### config.mk
export PLATFORM = sky130hd
export DESIGN_NAME = out_fault_qual
export DESIGN_NICKNAME = d
export VERILOG_FILES = /design/src/rtl/fq_pkg.sv /design/src/rtl/fq_cell.sv /design/src/rtl/fq_olen_reg.sv /design/src/rtl/out_fault_qual.sv
export SDC_FILE = /design/constraint.sdc
export NUM_CORES = 1
export LEC_CHECK = 0
export BUFFER_PORTS_ARGS = -buffer_cell sky130_fd_sc_hd__buf_2
export CORE_MARGIN = 2
export CORE_UTILIZATION = 45
export CTS_CLUSTER_DIAMETER = 40
export DETAILED_ROUTE_END_ITERATION = 6
export GPL_TIMING_DRIVEN = 0
export SYNTH_ARGS = -nofsm -noshare
export SYNTH_HDL_FRONTEND = slang
export SYNTH_SLANG_ARGS = --single-unit
### constraint.sdc
create_clock -name clk_i -period 5.45 [get_ports clk_i]
set_input_delay 1.09 -clock clk_i [delete_from_list [all_inputs] [get_ports clk_i]]
set_output_delay 1.09 -clock clk_i [all_outputs]
set_load 0.02 [all_outputs]
### src/rtl/fq_pkg.sv
package fq_pkg;
  function automatic int unsigned ch_count(input int unsigned n_hs, input int unsigned n_ls);
    return n_hs + n_ls;
  endfunction
endpackage

### src/rtl/fq_cell.sv
module fq_cell #(
  parameter bit FILT  = 1'b1,
  parameter int DLY_W = 8
) (
  input  logic             clk_i,
  input  logic             rst_ni,
  input  logic             cond_i,
  input  logic [DLY_W-1:0] dly_i,
  input  logic             clr_i,
  output logic             flag_o
);
  logic set_w;

  generate
    if (FILT) begin : g_filt
      localparam logic [DLY_W-1:0] CNT_MAX = '1;
      logic [DLY_W-1:0] cnt_q;
      logic [DLY_W:0]   cnt_nxt;
      logic [DLY_W:0]   dly_eff;

      assign dly_eff = (dly_i == '0) ? {{DLY_W{1'b0}}, 1'b1} : {1'b0, dly_i};
      assign cnt_nxt = {1'b0, cnt_q} + {{DLY_W{1'b0}}, 1'b1};
      assign set_w   = cond_i && (cnt_nxt >= dly_eff);

      always_ff @(posedge clk_i or negedge rst_ni) begin
        if (!rst_ni)            cnt_q <= '0;
        else if (!cond_i)       cnt_q <= '0;
        else if (cnt_q != CNT_MAX) cnt_q <= cnt_nxt[DLY_W-1:0];
      end

      // count restarts after a gap
      p_cnt_restart_r4: assert property (@(posedge clk_i) disable iff (!rst_ni)
        !cond_i |=> (cnt_q == '0));
      // count never moves backwards while the condition holds
      p_cnt_mono_r3: assert property (@(posedge clk_i) disable iff (!rst_ni)
        (cond_i && $past(cond_i)) |-> (cnt_q >= $past(cnt_q)));
    end else begin : g_direct
      logic unused_dly;
      assign unused_dly = ^dly_i;
      assign set_w      = cond_i;
    end
  endgenerate

  always_ff @(posedge clk_i or negedge rst_ni) begin
    if (!rst_ni)                flag_o <= 1'b0;
    else if (set_w)             flag_o <= 1'b1;
    else if (clr_i && !cond_i)  flag_o <= 1'b0;
  end

  p_rise_needs_cond_r3: assert property (@(posedge clk_i) disable iff (!rst_ni)
    $rose(flag_o) |-> $past(cond_i));
  p_hold_r9: assert property (@(posedge clk_i) disable iff (!rst_ni)
    (flag_o && (!clr_i || cond_i)) |=> flag_o);
  p_release_r9: assert property (@(posedge clk_i) disable iff (!rst_ni)
    (flag_o && clr_i && !cond_i) |=> !flag_o);
  p_set_wins_r10: assert property (@(posedge clk_i) disable iff (!rst_ni)
    (set_w && clr_i) |=> flag_o);
endmodule

### src/rtl/fq_olen_reg.sv
module fq_olen_reg #(
  parameter int N_HS = 4,
  parameter int N_LS = 8
) (
  input  logic                 clk_i,
  input  logic                 rst_ni,
  input  logic                 wr_i,
  input  logic [N_HS+N_LS-1:0] d_i,
  output logic [N_HS+N_LS-1:0] en_o
);
  localparam logic [N_HS+N_LS-1:0] EN_RST = {{N_LS{1'b0}}, {N_HS{1'b1}}};

  always_ff @(posedge clk_i or negedge rst_ni) begin
    if (!rst_ni)   en_o <= EN_RST;
    else if (wr_i) en_o <= d_i;
  end

  p_load_r7: assert property (@(posedge clk_i) disable iff (!rst_ni)
    wr_i |=> (en_o == $past(d_i)));
  p_keep_r7: assert property (@(posedge clk_i) disable iff (!rst_ni)
    !wr_i |=> $stable(en_o));
endmodule

### src/rtl/out_fault_qual.sv
module out_fault_qual #(
  parameter int N_HS  = 4,
  parameter int N_LS  = 8,
  parameter int DLY_W = 8
) (
  input  logic                 clk_i,
  input  logic                 rst_ni,
  input  logic [N_HS+N_LS-1:0] on_i,
  input  logic [N_HS+N_LS-1:0] ot_raw_i,
  input  logic [N_HS+N_LS-1:0] ol_raw_i,
  input  logic [N_LS-1:0]      oc_raw_i,
  input  logic                 ov_raw_i,
  input  logic [DLY_W-1:0]     dly_i,
  input  logic                 ol_en_wr_i,
  input  logic [N_HS+N_LS-1:0] ol_en_d_i,
  input  logic                 clr_i,
  output logic [N_HS+N_LS-1:0] ol_en_o,
  output logic [N_HS+N_LS-1:0] ot_flag_o,
  output logic [N_HS+N_LS-1:0] ol_flag_o,
  output logic [N_LS-1:0]      oc_flag_o,
  output logic                 ov_flag_o,
  output logic                 any_fault_o
);
  import fq_pkg::*;
  localparam int N_CH = ch_count(N_HS, N_LS);

  fq_olen_reg #(.N_HS(N_HS), .N_LS(N_LS)) u_olen (
    .clk_i(clk_i), .rst_ni(rst_ni), .wr_i(ol_en_wr_i), .d_i(ol_en_d_i), .en_o(ol_en_o)
  );

  for (genvar c = 0; c < N_CH; c++) begin : g_ot
    fq_cell #(.FILT(1'b0), .DLY_W(DLY_W)) u_ot (
      .clk_i(clk_i), .rst_ni(rst_ni), .cond_i(ot_raw_i[c]), .dly_i(dly_i),
      .clr_i(clr_i), .flag_o(ot_flag_o[c])
    );
  end

  for (genvar h = 0; h < N_HS; h++) begin : g_hs
    logic ol_cond;
    assign ol_cond = ol_raw_i[h] && ol_en_o[h];
    fq_cell #(.FILT(1'b0), .DLY_W(DLY_W)) u_ol (
      .clk_i(clk_i), .rst_ni(rst_ni), .cond_i(ol_cond), .dly_i(dly_i),
      .clr_i(clr_i), .flag_o(ol_flag_o[h])
    );
  end

  for (genvar j = 0; j < N_LS; j++) begin : g_ls
    localparam int CH = N_HS + j;
    logic ol_cond, oc_cond;
    assign ol_cond = ol_raw_i[CH] && ol_en_o[CH] && !on_i[CH];
    assign oc_cond = oc_raw_i[j] && on_i[CH];

    fq_cell #(.FILT(1'b1), .DLY_W(DLY_W)) u_ol (
      .clk_i(clk_i), .rst_ni(rst_ni), .cond_i(ol_cond), .dly_i(dly_i),
      .clr_i(clr_i), .flag_o(ol_flag_o[CH])
    );
    fq_cell #(.FILT(1'b1), .DLY_W(DLY_W)) u_oc (
      .clk_i(clk_i), .rst_ni(rst_ni), .cond_i(oc_cond), .dly_i(dly_i),
      .clr_i(clr_i), .flag_o(oc_flag_o[j])
    );

    p_oc_off_ignored_r4: assert property (@(posedge clk_i) disable iff (!rst_ni)
      (!on_i[CH] && !oc_flag_o[j]) |=> !oc_flag_o[j]);
    p_ol_on_ignored_r5: assert property (@(posedge clk_i) disable iff (!rst_ni)
      (on_i[CH] && !ol_flag_o[CH]) |=> !ol_flag_o[CH]);
  end

  fq_cell #(.FILT(1'b0), .DLY_W(DLY_W)) u_ov (
    .clk_i(clk_i), .rst_ni(rst_ni), .cond_i(ov_raw_i), .dly_i(dly_i),
    .clr_i(clr_i), .flag_o(ov_flag_o)
  );

  assign any_fault_o = (|ot_flag_o) | (|ol_flag_o) | (|oc_flag_o) | ov_flag_o;

  p_ov_in_summary_r11: assert property (@(posedge clk_i) disable iff (!rst_ni)
    ov_flag_o |-> any_fault_o);
  p_ot_in_summary_r11: assert property (@(posedge clk_i) disable iff (!rst_ni)
    (ot_flag_o != '0) |-> any_fault_o);
  p_reset_clean_r1: assert property (@(posedge clk_i) disable iff (!rst_ni)
    $rose(rst_ni) |-> !any_fault_o);
endmodule

# Word level (Yosys, flattened, before mapping)
# Index checks and enable logic that the tools add are counted.
totals:
  reg_bits: 173
  latchBits: 0
  mem_bits_rw: 0
  romBits: 0
  inputBits: 69
  out_inout_bits: 46
  word_cells: 371
  n_memories: 0
op_classes:
  n_addsub: 16
  multipliers: 0
  div: 0
  magnitude_cmp: 16
  eq_ne: 32
  shift: 0
  muxes: 99
  n_bitwise: 3
  n_reduce_logical: 155
op_table:
  columns: ["cell", "count"]
  rows:
  - ["2-to-1 mux 8 bit", 33]
  - ["adder 8 x 1 -> 9 bit (second input constant)", 16]
  - ["inequality test 8 bit (second input constant)", 16]
  - ["logical AND 1 bit", 77]
  - ["greater-or-equal comparator 9 x 8 -> 1 bit", 8]
  - ["greater-or-equal comparator 9 bit", 8]
  - ["2-to-1 mux 1 bit", 66]
  - ["nonzero test 2 bit", 33]
  - ["zero test 1 bit", 41]
  - ["inequality test 2 bit (second input constant)", 16]
  - ["OR reduction 12 bit", 2]
  - ["zero test 8 bit", 1]
  - ["OR reduction 8 bit", 1]
  - ["bitwise OR 1 bit", 3]

# Longest topological paths before layout
# Gate-level depths: netlist of run 1.
depth:
  depth_word: 6
  depth_mapped: 11
  mapped_depth_nobuf: 10

# Hierarchy
# A second synthesis of run 1 with hierarchy kept.
hier_totals:
  cells_unflattened: 1300
  hier_area_um2: 12110.4
by_module_without_submodules:
  columns: ["module", "instances", "cells_each", "area_each_um2", "seq_area_each_um2"]
  rows:
  - ["fq_cell at g_ls[0].u_oc ...", 16, 74, 674.4, 225.2]
  - ["fq_cell at g_hs[0].u_ol ...", 17, 3, 36.3, 25.0]
  - ["fq_olen_reg", 1, 25, 489.2, 305.3]
  - ["out_fault_qual", 1, 40, 214.0, 0.0]

# Worst setup path after synthesis of run 1
# Ideal clock, no wire load.
synth_path:
  path_kind: "input to register"
  start: "input port dly_i[3]"
  end: "register g_ls[0].u_oc.flag_o"
  setup_ns: 0.127
  t_arrival_ns: 2.916
  required_time_ns: 5.323
  setup_slack_ns: 2.407
  cell_stages: 7
  path_buffers: 0
  cell_sequence: "inv_1 > a41o_1 > ha_1 > nand2b_1 > a31oi_1 > o21ai_0 > a311o_2"
synth_via:
  elab_chain_cells: 5
  elab_cells_between_ends: 6
  classes_between: "order compare: 1; mux: 2; reduce/logical: 3"
synth_lines:
  columns: ["element", "line_no", "rtl"]
  rows:
  - ["start, declared", "out_fault_qual.sv:13", "input logic [DLY_W-1:0] dly_i,"]
  - ["zero test 8 bit", "fq_cell.sv:21", "assign dly_eff = (dly_i == '0) ? {{DLY_W{1'b0}}, 1'b1} : {1'b0, dly_i};"]
  - ["2-to-1 mux 8 bit (*)", "fq_cell.sv:21", null]
  - ["greater-or-equal comparator 9 bit (*)", "fq_cell.sv:23", "assign set_w = cond_i && (cnt_nxt >= dly_eff);"]
  - ["logical AND 1 bit (*)", "fq_cell.sv:23", null]
  - ["2-to-1 mux 1 bit / nonzero test 2 bit (equally long branches)", null, null]
  - ["end signal, assigned", "fq_cell.sv:45", "if (!rst_ni) flag_o <= 1'b0;"]
  - ["end signal, assigned", "fq_cell.sv:46", "else if (set_w) flag_o <= 1'b1;"]
  - ["end signal, assigned", "fq_cell.sv:47", "else if (clr_i && !cond_i) flag_o <= 1'b0;"]
  - ["end, declared", "fq_cell.sv:10", "output logic flag_o"]
# Every way passes the cells marked *; elsewhere a longest branch is shown, timed or not.
# A chain may end at the register's enable or synchronous reset.

# Final worst setup path of run 1
layout_path:
  start: "input port dly_i[3]"
  end: "register g_ls[3].u_oc.flag_o"
layout_via:
  elab_chain_cells: 5
  elab_cells_between_ends: 6
  classes_between: "order compare: 1; mux: 2; reduce/logical: 3"
layout_lines:
  columns: ["element", "line_no"]
  rows:
  - ["zero test 8 bit", "fq_cell.sv:21"]
  - ["2-to-1 mux 8 bit (*)", "fq_cell.sv:21"]
  - ["greater-or-equal comparator 9 bit (*)", "fq_cell.sv:23"]
  - ["logical AND 1 bit (*)", "fq_cell.sv:23"]
  - ["2-to-1 mux 1 bit / nonzero test 2 bit (equally long branches)", null]
  - ["end signal, assigned", "fq_cell.sv:45"]
  - ["end signal, assigned", "fq_cell.sv:46"]
  - ["end signal, assigned", "fq_cell.sv:47"]
  - ["end, declared", "fq_cell.sv:10"]
# Marked as above.

==> flow_summary.yaml, run 1 <==
route:
  route.detailed.drc: 0
  drt_pre_antenna_iters: 4
  vias: 8722
  ant_nets: 0
  wl_mm: 26.8
  drt_iter0_markers: 438
  wl_met3_um: 643
  viasPerCell: 5.30
  top_layer: "met4"
  wl_met2_mm: 13.1
  wl_per_cell_um: 16.3
  drt-met1-wl_mm: 12.8
synthesis:
  synth_top_area_frac: 0.368
  syn_area_per_cell_um2: 9.80
  yosys_warnings: 0
  seq_area_frac_synth: 0.377
  synth_seq_cells: 173
  synthCells: 1173
  ys_types: 51
  synth_area_mm2: 0.0115
  synth_common_cells: "169 x dfrtp_1, 144 x ha_1, 121 x a21oi_1"
  yosysMostFrequentCell: "dfrtp_1"
  yosys-top-cells-area: "dfrtp_1 37%, ha_1 16%, a21oi_1 5.3%, xor2_1 4.9%, xnor2_1 3.6%"
  synthArstFlopShare: 1.00
  syn-num-nets: 1386
  synth-edff-count: 0
  synth_area_leader_cell: "dfrtp_1"
  synthFlopType: "dfrtp_1"
sta:
  hold_violations: 0
  max_freq_ghz: 0.260
  finalSetupTns_ps: 0
  period_share: 0.707
  tightest_slew_ps: 1070
  relSlewSlack: 0.284
  rsz0062_at_grt: "no"
  worst_clock_skew_ps: 8.61
  finalSetupViolCount: 0
  finalCriticalPeriod_ps: 3850
  final-max-slew-violation-count: 0
setup_path:
  path_max_fanout: 17
  reg2reg_depth: 11
  worstPathCellList: "buf_2 -> inv_1 -> a41o_1 -> ha_1 -> nand2b_1 -> a31oi_1 -> o21ai_0 -> a311o_1"
  cp-end-kind: "flop"
  crit_arrival_ps: 4160
  rrSetupSlack_ps: 2860
  crit_cells: 8
  r2r-end: "g_ls[4].u_ol.flag_o"
  crit_required_ps: 5760
  slowest_delay_ps: 1020
  crit_type: "input port to flop"
  cpLargestDelayFamily: "compound AO/OA/AOI/OAI gates"
  critPathLaunchType: "input port"
  reg2reg_from: "g_ls[4].u_ol.g_filt.cnt_q[0]"
  cpMaxStageDelayCell: "a41o_1"
  crit_buf_inv: 2
clocking:
  cts_tree: "yes"
  cts-hold-fix-buffers: 0
  htreeDepth: 4
  postCtsSetupRepairBufs: 0
  clk_pin_slew_ps: 70
  clk_path_buf_depth: 2
  cts_inserted_buffers: 17
  clock_latency_ps: 430
  ctsResizeCount: 0
  cts-root-buf: "clkbuf_16"
  cts.sinks: 173
global_route:
  globalRoute.totalOverflow: 0
  first_global_vias: 8601
  grt_max_degree: 110
  groute.usage.overall: 0.210
  grt_pass1_wl_mm: 44.3
  antenna_found_initial: 0
layout:
  fin_util: 0.521
  area_growth_pct: 13.7
  num-nets-final: 1516
  diodes: 0
  drive_gt1_frac: 0.169
pwr:
  ir_worst_vdd_mv: 0.156
  p_leak_uw: 0.00726
  powerDensity_mw_per_mm2: 220
floorplanning:
  rows: 58
  die-area_mm2: 0.0269
  die_width_um: 164
  start_util: 0.458
  num_io_pins: 115
  die_y_um: 164
  coreArea_mm2: 0.0251
placement:
  port_buffers: 110
  routabilityCongestion: 0.800
  dpl.hpwl_mm: 18.8
hold_path:
  min_path_cells: 1
  min_delay_worst_endpoint: "u_ov.flag_o"
  hold_start: "u_ov.flag_o"
  hp-class: "flop to flop"
run:
  maxCapViolations: 0
run_status:
  status: "finished clean"
==> per-stage QoR <==
step           area, um^2  cells  hold WS, ps  power [uW]  setup WS, ps
2_1_floorplan       11500   1173          468        1540          2410
3_3_place_gp        12500   1613          489        1670           299
3_5_place_dp        12500   1614          495        1680          1130
4_1_cts             13100   1646          510        2910          1580
5_1_grt             13100   1646          530        3010          1470
6_report            13100   1646          510        2870          1600
==> layout make-up <==
class / instances / area [um^2]
clock inverters: 12 / 139
multi-input cells: 847 / 6460
inverters: 105 / 394
clock buffers: 20 / 437
fillers: 2369 / 12000
plain buffers: 48 / 310
well taps: 330 / 413
repair buffers: 111 / 588
flip-flops and latches: 173 / 4330
==> per-layer routing <==
metal	vias up	track usage
met5	-	0
met4	0	0.0411
met3	16	0.0341
met2	105	0.358
met1	4212	0.284
li1	4389	-
==> kinds of logic (layout without fill, tap and decap cells) <==
group                      after synthesis  count (layout)  synth area share
buffers and inverters                  153             296            0.0612
DFF                                    173             173             0.377
AOI/OAI and AO/OA                      243             243             0.133
and+or+nand+nor                        320             320             0.161
xor gates and xnor gates               112             112            0.0853
adders and majority gates              144             144             0.157
muxes                                   28              28            0.0257
==> worst max path at each step <==
stage                              endpoint  startpoint
3_3_place_gp   g_ls[7].u_ol.g_filt.cnt_q[6]      rst_ni
4_1_cts                 g_ls[3].u_oc.flag_o    dly_i[3]
6_report                g_ls[3].u_oc.flag_o    dly_i[3]
2_1_floorplan           g_ls[0].u_oc.flag_o    dly_i[3]
3_5_place_dp            g_ls[3].u_oc.flag_o    dly_i[3]
5_1_grt                 g_ls[3].u_oc.flag_o    dly_i[3]
==> flip-flops by register name, summed over array words and instances, names as in the netlist <==
| register | count |
|---|---|
| g_ls.u_ol.flag_o | 8 |
| u_olen.en_o | 12 |
| g_hs.u_ol.flag_o | 4 |
| g_ls.u_oc.flag_o | 8 |
| u_ov.flag_o | 1 |
| g_ot.u_ot.flag_o | 12 |
| g_ls.u_oc.g_filt.cnt_q | 64 |
| g_ls.u_ol.g_filt.cnt_q | 64 |
==> layout by cell type, fill, tap and decap left out, types with 5 or more instances in the layout <==
cell and instances:
and3b_1 11, nor4_1 9, a21oi_1 121, inv_1 104
dfrtp_1 169, nor2_1 72, nand3_1 42, and4_1 15
a21boi_0 15, a31oi_1 16, mux2i_1 16, ha_1 144
xnor2_1 47, clkbuf_1 16, xor2_1 65, a311o_1 12
mux2_2 12, o21ai_0 17, clkbuf_16 17, nand2b_1 16
nand2_1 70, o211a_1 5, buf_2 111, nand4_4 9
o21a_1 15, nand3b_1 10, nor3_1 21, and3_1 9
a21o_1 28, nand4_1 16, buf_4 32
==> power breakdown <==
group / switching, uW / internal [uW] / total, uW
Combinational: 186 / 118 / 304
Sequential: 30.3 / 1310 / 1350
Clock: 542 / 682 / 1220
Total: 757 / 2120 / 2870
No activity file was read; power rests on OpenSTA's default activity.
==> run 2, diff against run 1 <==
--- a/config.mk
+++ b/config.mk
@@ -5,12 +5,14 @@
 export SDC_FILE = /design/constraint.sdc
 export NUM_CORES = 1
 export LEC_CHECK = 0
+export ABC_AREA = 1
 export BUFFER_PORTS_ARGS = -buffer_cell sky130_fd_sc_hd__buf_2
 export CORE_MARGIN = 2
 export CORE_UTILIZATION = 45
 export CTS_CLUSTER_DIAMETER = 40
 export DETAILED_ROUTE_END_ITERATION = 6
 export GPL_TIMING_DRIVEN = 0
+export PLACE_DENSITY = 0.66
 export SYNTH_ARGS = -nofsm -noshare
 export SYNTH_HDL_FRONTEND = slang
 export SYNTH_SLANG_ARGS = --single-unit
==> constraint.sdc (replaced) <==
create_clock -name clk_i -period 3.1 [get_ports clk_i]
set_input_delay 0.62 -clock clk_i [delete_from_list [all_inputs] [get_ports clk_i]]
set_output_delay 0.62 -clock clk_i [all_outputs]
set_load 0.02 [all_outputs]
==> flow_summary.yaml, run 2 <==
floorplanning:
  start_util: 0.455
  die-area_mm2: 0.0275
  num_io_pins: 115
  coreArea_mm2: 0.0258
  rows: 59
  die_width_um: 166
  die_y_um: 166
setup_path:
  crit_required_ps: 3410
  critPathLaunchType: "input port"
  cpMaxStageDelayCell: "a31o_2"
  crit_type: "input port to flop"
  crit_top_cell: "nand2_1"
  cp-end-kind: "flop"
  reg2reg_depth: 13
  path_max_fanout: 17
  worstPathCellList: "buf_2 -> inv_1 -> a31o_2 -> ha_1 -> inv_1 -> nand2_1 -> nand2_1 -> nand2_1 -> nand2_1 -> nand2_1 -> nand2_1 -> nand2_1 -> nand2_1 -> a21oi_1"
  reg2reg_from: "g_ls[4].u_ol.g_filt.cnt_q[0]"
  rrSetupSlack_ps: 1070
  r2r-end: "g_ls[4].u_ol.flag_o"
  slowest_delay_ps: 720
  crit_arrival_ps: 3030
synthesis:
  synth_area_mm2: 0.0118
  yosysMostFrequentCell: "nand2_1"
  syn_area_per_cell_um2: 8.14
  synth_seq_cells: 173
  synth_area_leader_cell: "dfrtp_1"
  yosys-top-cells-area: "dfrtp_1 36%, ha_1 15%, nand2_1 12%, inv_1 7.0%, xor2_1 4.1%"
  synthFlopType: "dfrtp_1"
  yosys_warnings: 0
  ys_types: 38
  seq_area_frac_synth: 0.368
  synth_common_cells: "372 x nand2_1, 220 x inv_1, 169 x dfrtp_1"
  syn-num-nets: 1659
  synthCells: 1446
  synth-edff-count: 0
  synth_top_area_frac: 0.359
  synthArstFlopShare: 1.00
route:
  drt_pre_antenna_iters: 5
  route.detailed.drc: 0
  ant_nets: 0
  drt_iter0_markers: 456
  wl_per_cell_um: 14.3
  vias: 9486
  wl_mm: 27.5
  viasPerCell: 4.93
sta:
  period_share: 0.878
  tightest_slew_ps: 997
  max_freq_ghz: 0.367
  hold_violations: 0
  relSlewSlack: 0.335
  worst_clock_skew_ps: 9.18
  final-max-slew-violation-count: 0
  rsz0062_at_grt: "no"
  finalSetupViolCount: 0
  finalCriticalPeriod_ps: 2720
layout:
  area_growth_pct: 13.6
  final_area_mm2: 0.0134
  layout_commonest_cell: "nand2_1"
  most-common-layout-cells: "372 x nand2_1, 217 x inv_1, 169 x dfrtp_1"
  reg_top3: "g_ls.u_oc.g_filt.cnt_q: 64 flops, g_ls.u_ol.g_filt.cnt_q: 64 flops"
  drive_gt1_frac: 0.175
  diodes: 0
  num-nets-final: 1789
clocking:
  clock_latency_ps: 430
  clk_path_buf_depth: 2
  htreeDepth: 4
  cts.sinks: 173
  cts_tree: "yes"
  clk_pin_slew_ps: 70
  cts-hold-fix-buffers: 0
  cts_inserted_buffers: 17
  cts-root-buf: "clkbuf_16"
run_status:
  status: "finished clean"
global_route:
  antenna_found_initial: 0
  grt_max_degree: 110
  groute.usage.overall: 0.202
  first_global_vias: 9100
  globalRoute.totalOverflow: 0
  grt_pass1_wl_mm: 44.8
hold_path:
  hp-class: "input port to asynchronous set/reset pin"
placement:
  port_buffers: 110
  postPlaceCellArea_mm2: 0.0128
  dpl.hpwl_mm: 20.3
  routabilityCongestion: 0.826
pwr:
  power_frac_seq: 0.445
  p_int_uw: 4140
  switching_share: 0.302
  p_sw_uw: 1790
  p_leak_uw: 0.00785
  ir_worst_vdd_mv: 0.303
  powerDensity_mw_per_mm2: 444
  power.total_uw: 5940
  clockPowerShare: 0.365
  power_frac_comb: 0.190
run:
  maxCapViolations: 0
[run 2: cell types whose count changed after synthesis, moves of 23 or more]
cell and delta:
a21o_1 -23, a21oi_1 -33, inv_1 +116, nand2_1 +302, o21ai_0 +29, o21bai_1 +26, xnor2_1 -43
[run 2: per-stage QoR]
stage | instances | hold WS, ps | worst slack, ps | setup TNS, ps | utilization
floorplan | 1446 | 324 | 756 | 0 | -
global placement | 1891 | 492 | -1480 | -253940 | 0.493
detailed placement | 1892 | 507 | -350 | -4760 | 0.494
CTS | 1924 | 136 | 101 | 0 | 0.517
global route | 1924 | 152 | 166 | 0 | 0.517
finish | 1924 | 112 | 379 | 0 | 0.517
[run 2: metal layers]
metal	vias to the layer above	global-route usage	part of all wire
li1	4899	-	-
met1	4412	0.271	0.48
met2	139	0.333	0.47
met3	36	0.0301	0.029
met4	0	0.0696	0.025
met5	-	0	0
[run 2: what timing repair did]
action,in CTS,in global routing
resized for setup,0,3
endpoints found under the setup margin,0,16
buffers inserted,0,0
[run 2: how the worst max path moves through the flow]
stage,start,end,slack (ps),cells past startpoint
2_1_floorplan,dly_i[7],g_ls[7].u_ol.flag_o,760,15
3_3_place_gp,rst_ni,g_ls[3].u_ol.g_filt.cnt_q[4],-1480,1
3_5_place_dp,dly_i[7],g_ls[7].u_ol.flag_o,-350,16
4_1_cts,dly_i[7],g_ls[7].u_ol.flag_o,100,16
5_1_grt,dly_i[4],g_ls[7].u_ol.flag_o,170,14
6_report,dly_i[4],g_ls[7].u_ol.flag_o,380,14
[run 2: logic make-up after synthesis]
logic type | share of synthesized area
and+or+nand+nor | 0.235
AOI/OAI and AO/OA | 0.0923
DFF | 0.368
buffers and inverters | 0.0955
xor gates and xnor gates | 0.0439
adders and majority gates | 0.153
muxes | 0.0115
[run 2: layout make-up]
class | instances | area, um^2
clock inverters | 9 | 108
inverters | 231 | 878
multi-input cells | 1006 | 6310
fillers | 2447 | 12500
repair buffers | 111 | 588
clock buffers | 23 | 478
well taps | 335 | 419
plain buffers | 36 | 256
flip-flops and latches | 173 | 4330
[run 2: power by group through the flow]
stage          combinational, uW  sequential, uW  clock [uW]
6_report                    1130            2640        2170
4_1_cts                     1150            2640        2210
3_5_place_dp                1140            2680           0
3_3_place_gp                1090            2670           0
2_1_floorplan                766            2650           0
5_1_grt                     1310            2670        2300
[run 2: worst max-delay path, delay by kind of cell]
family          cells  cell delay, ps
compound gates      2             770
simple gates        8             420
fa+ha+maj           1             360
buf+inv             3             860
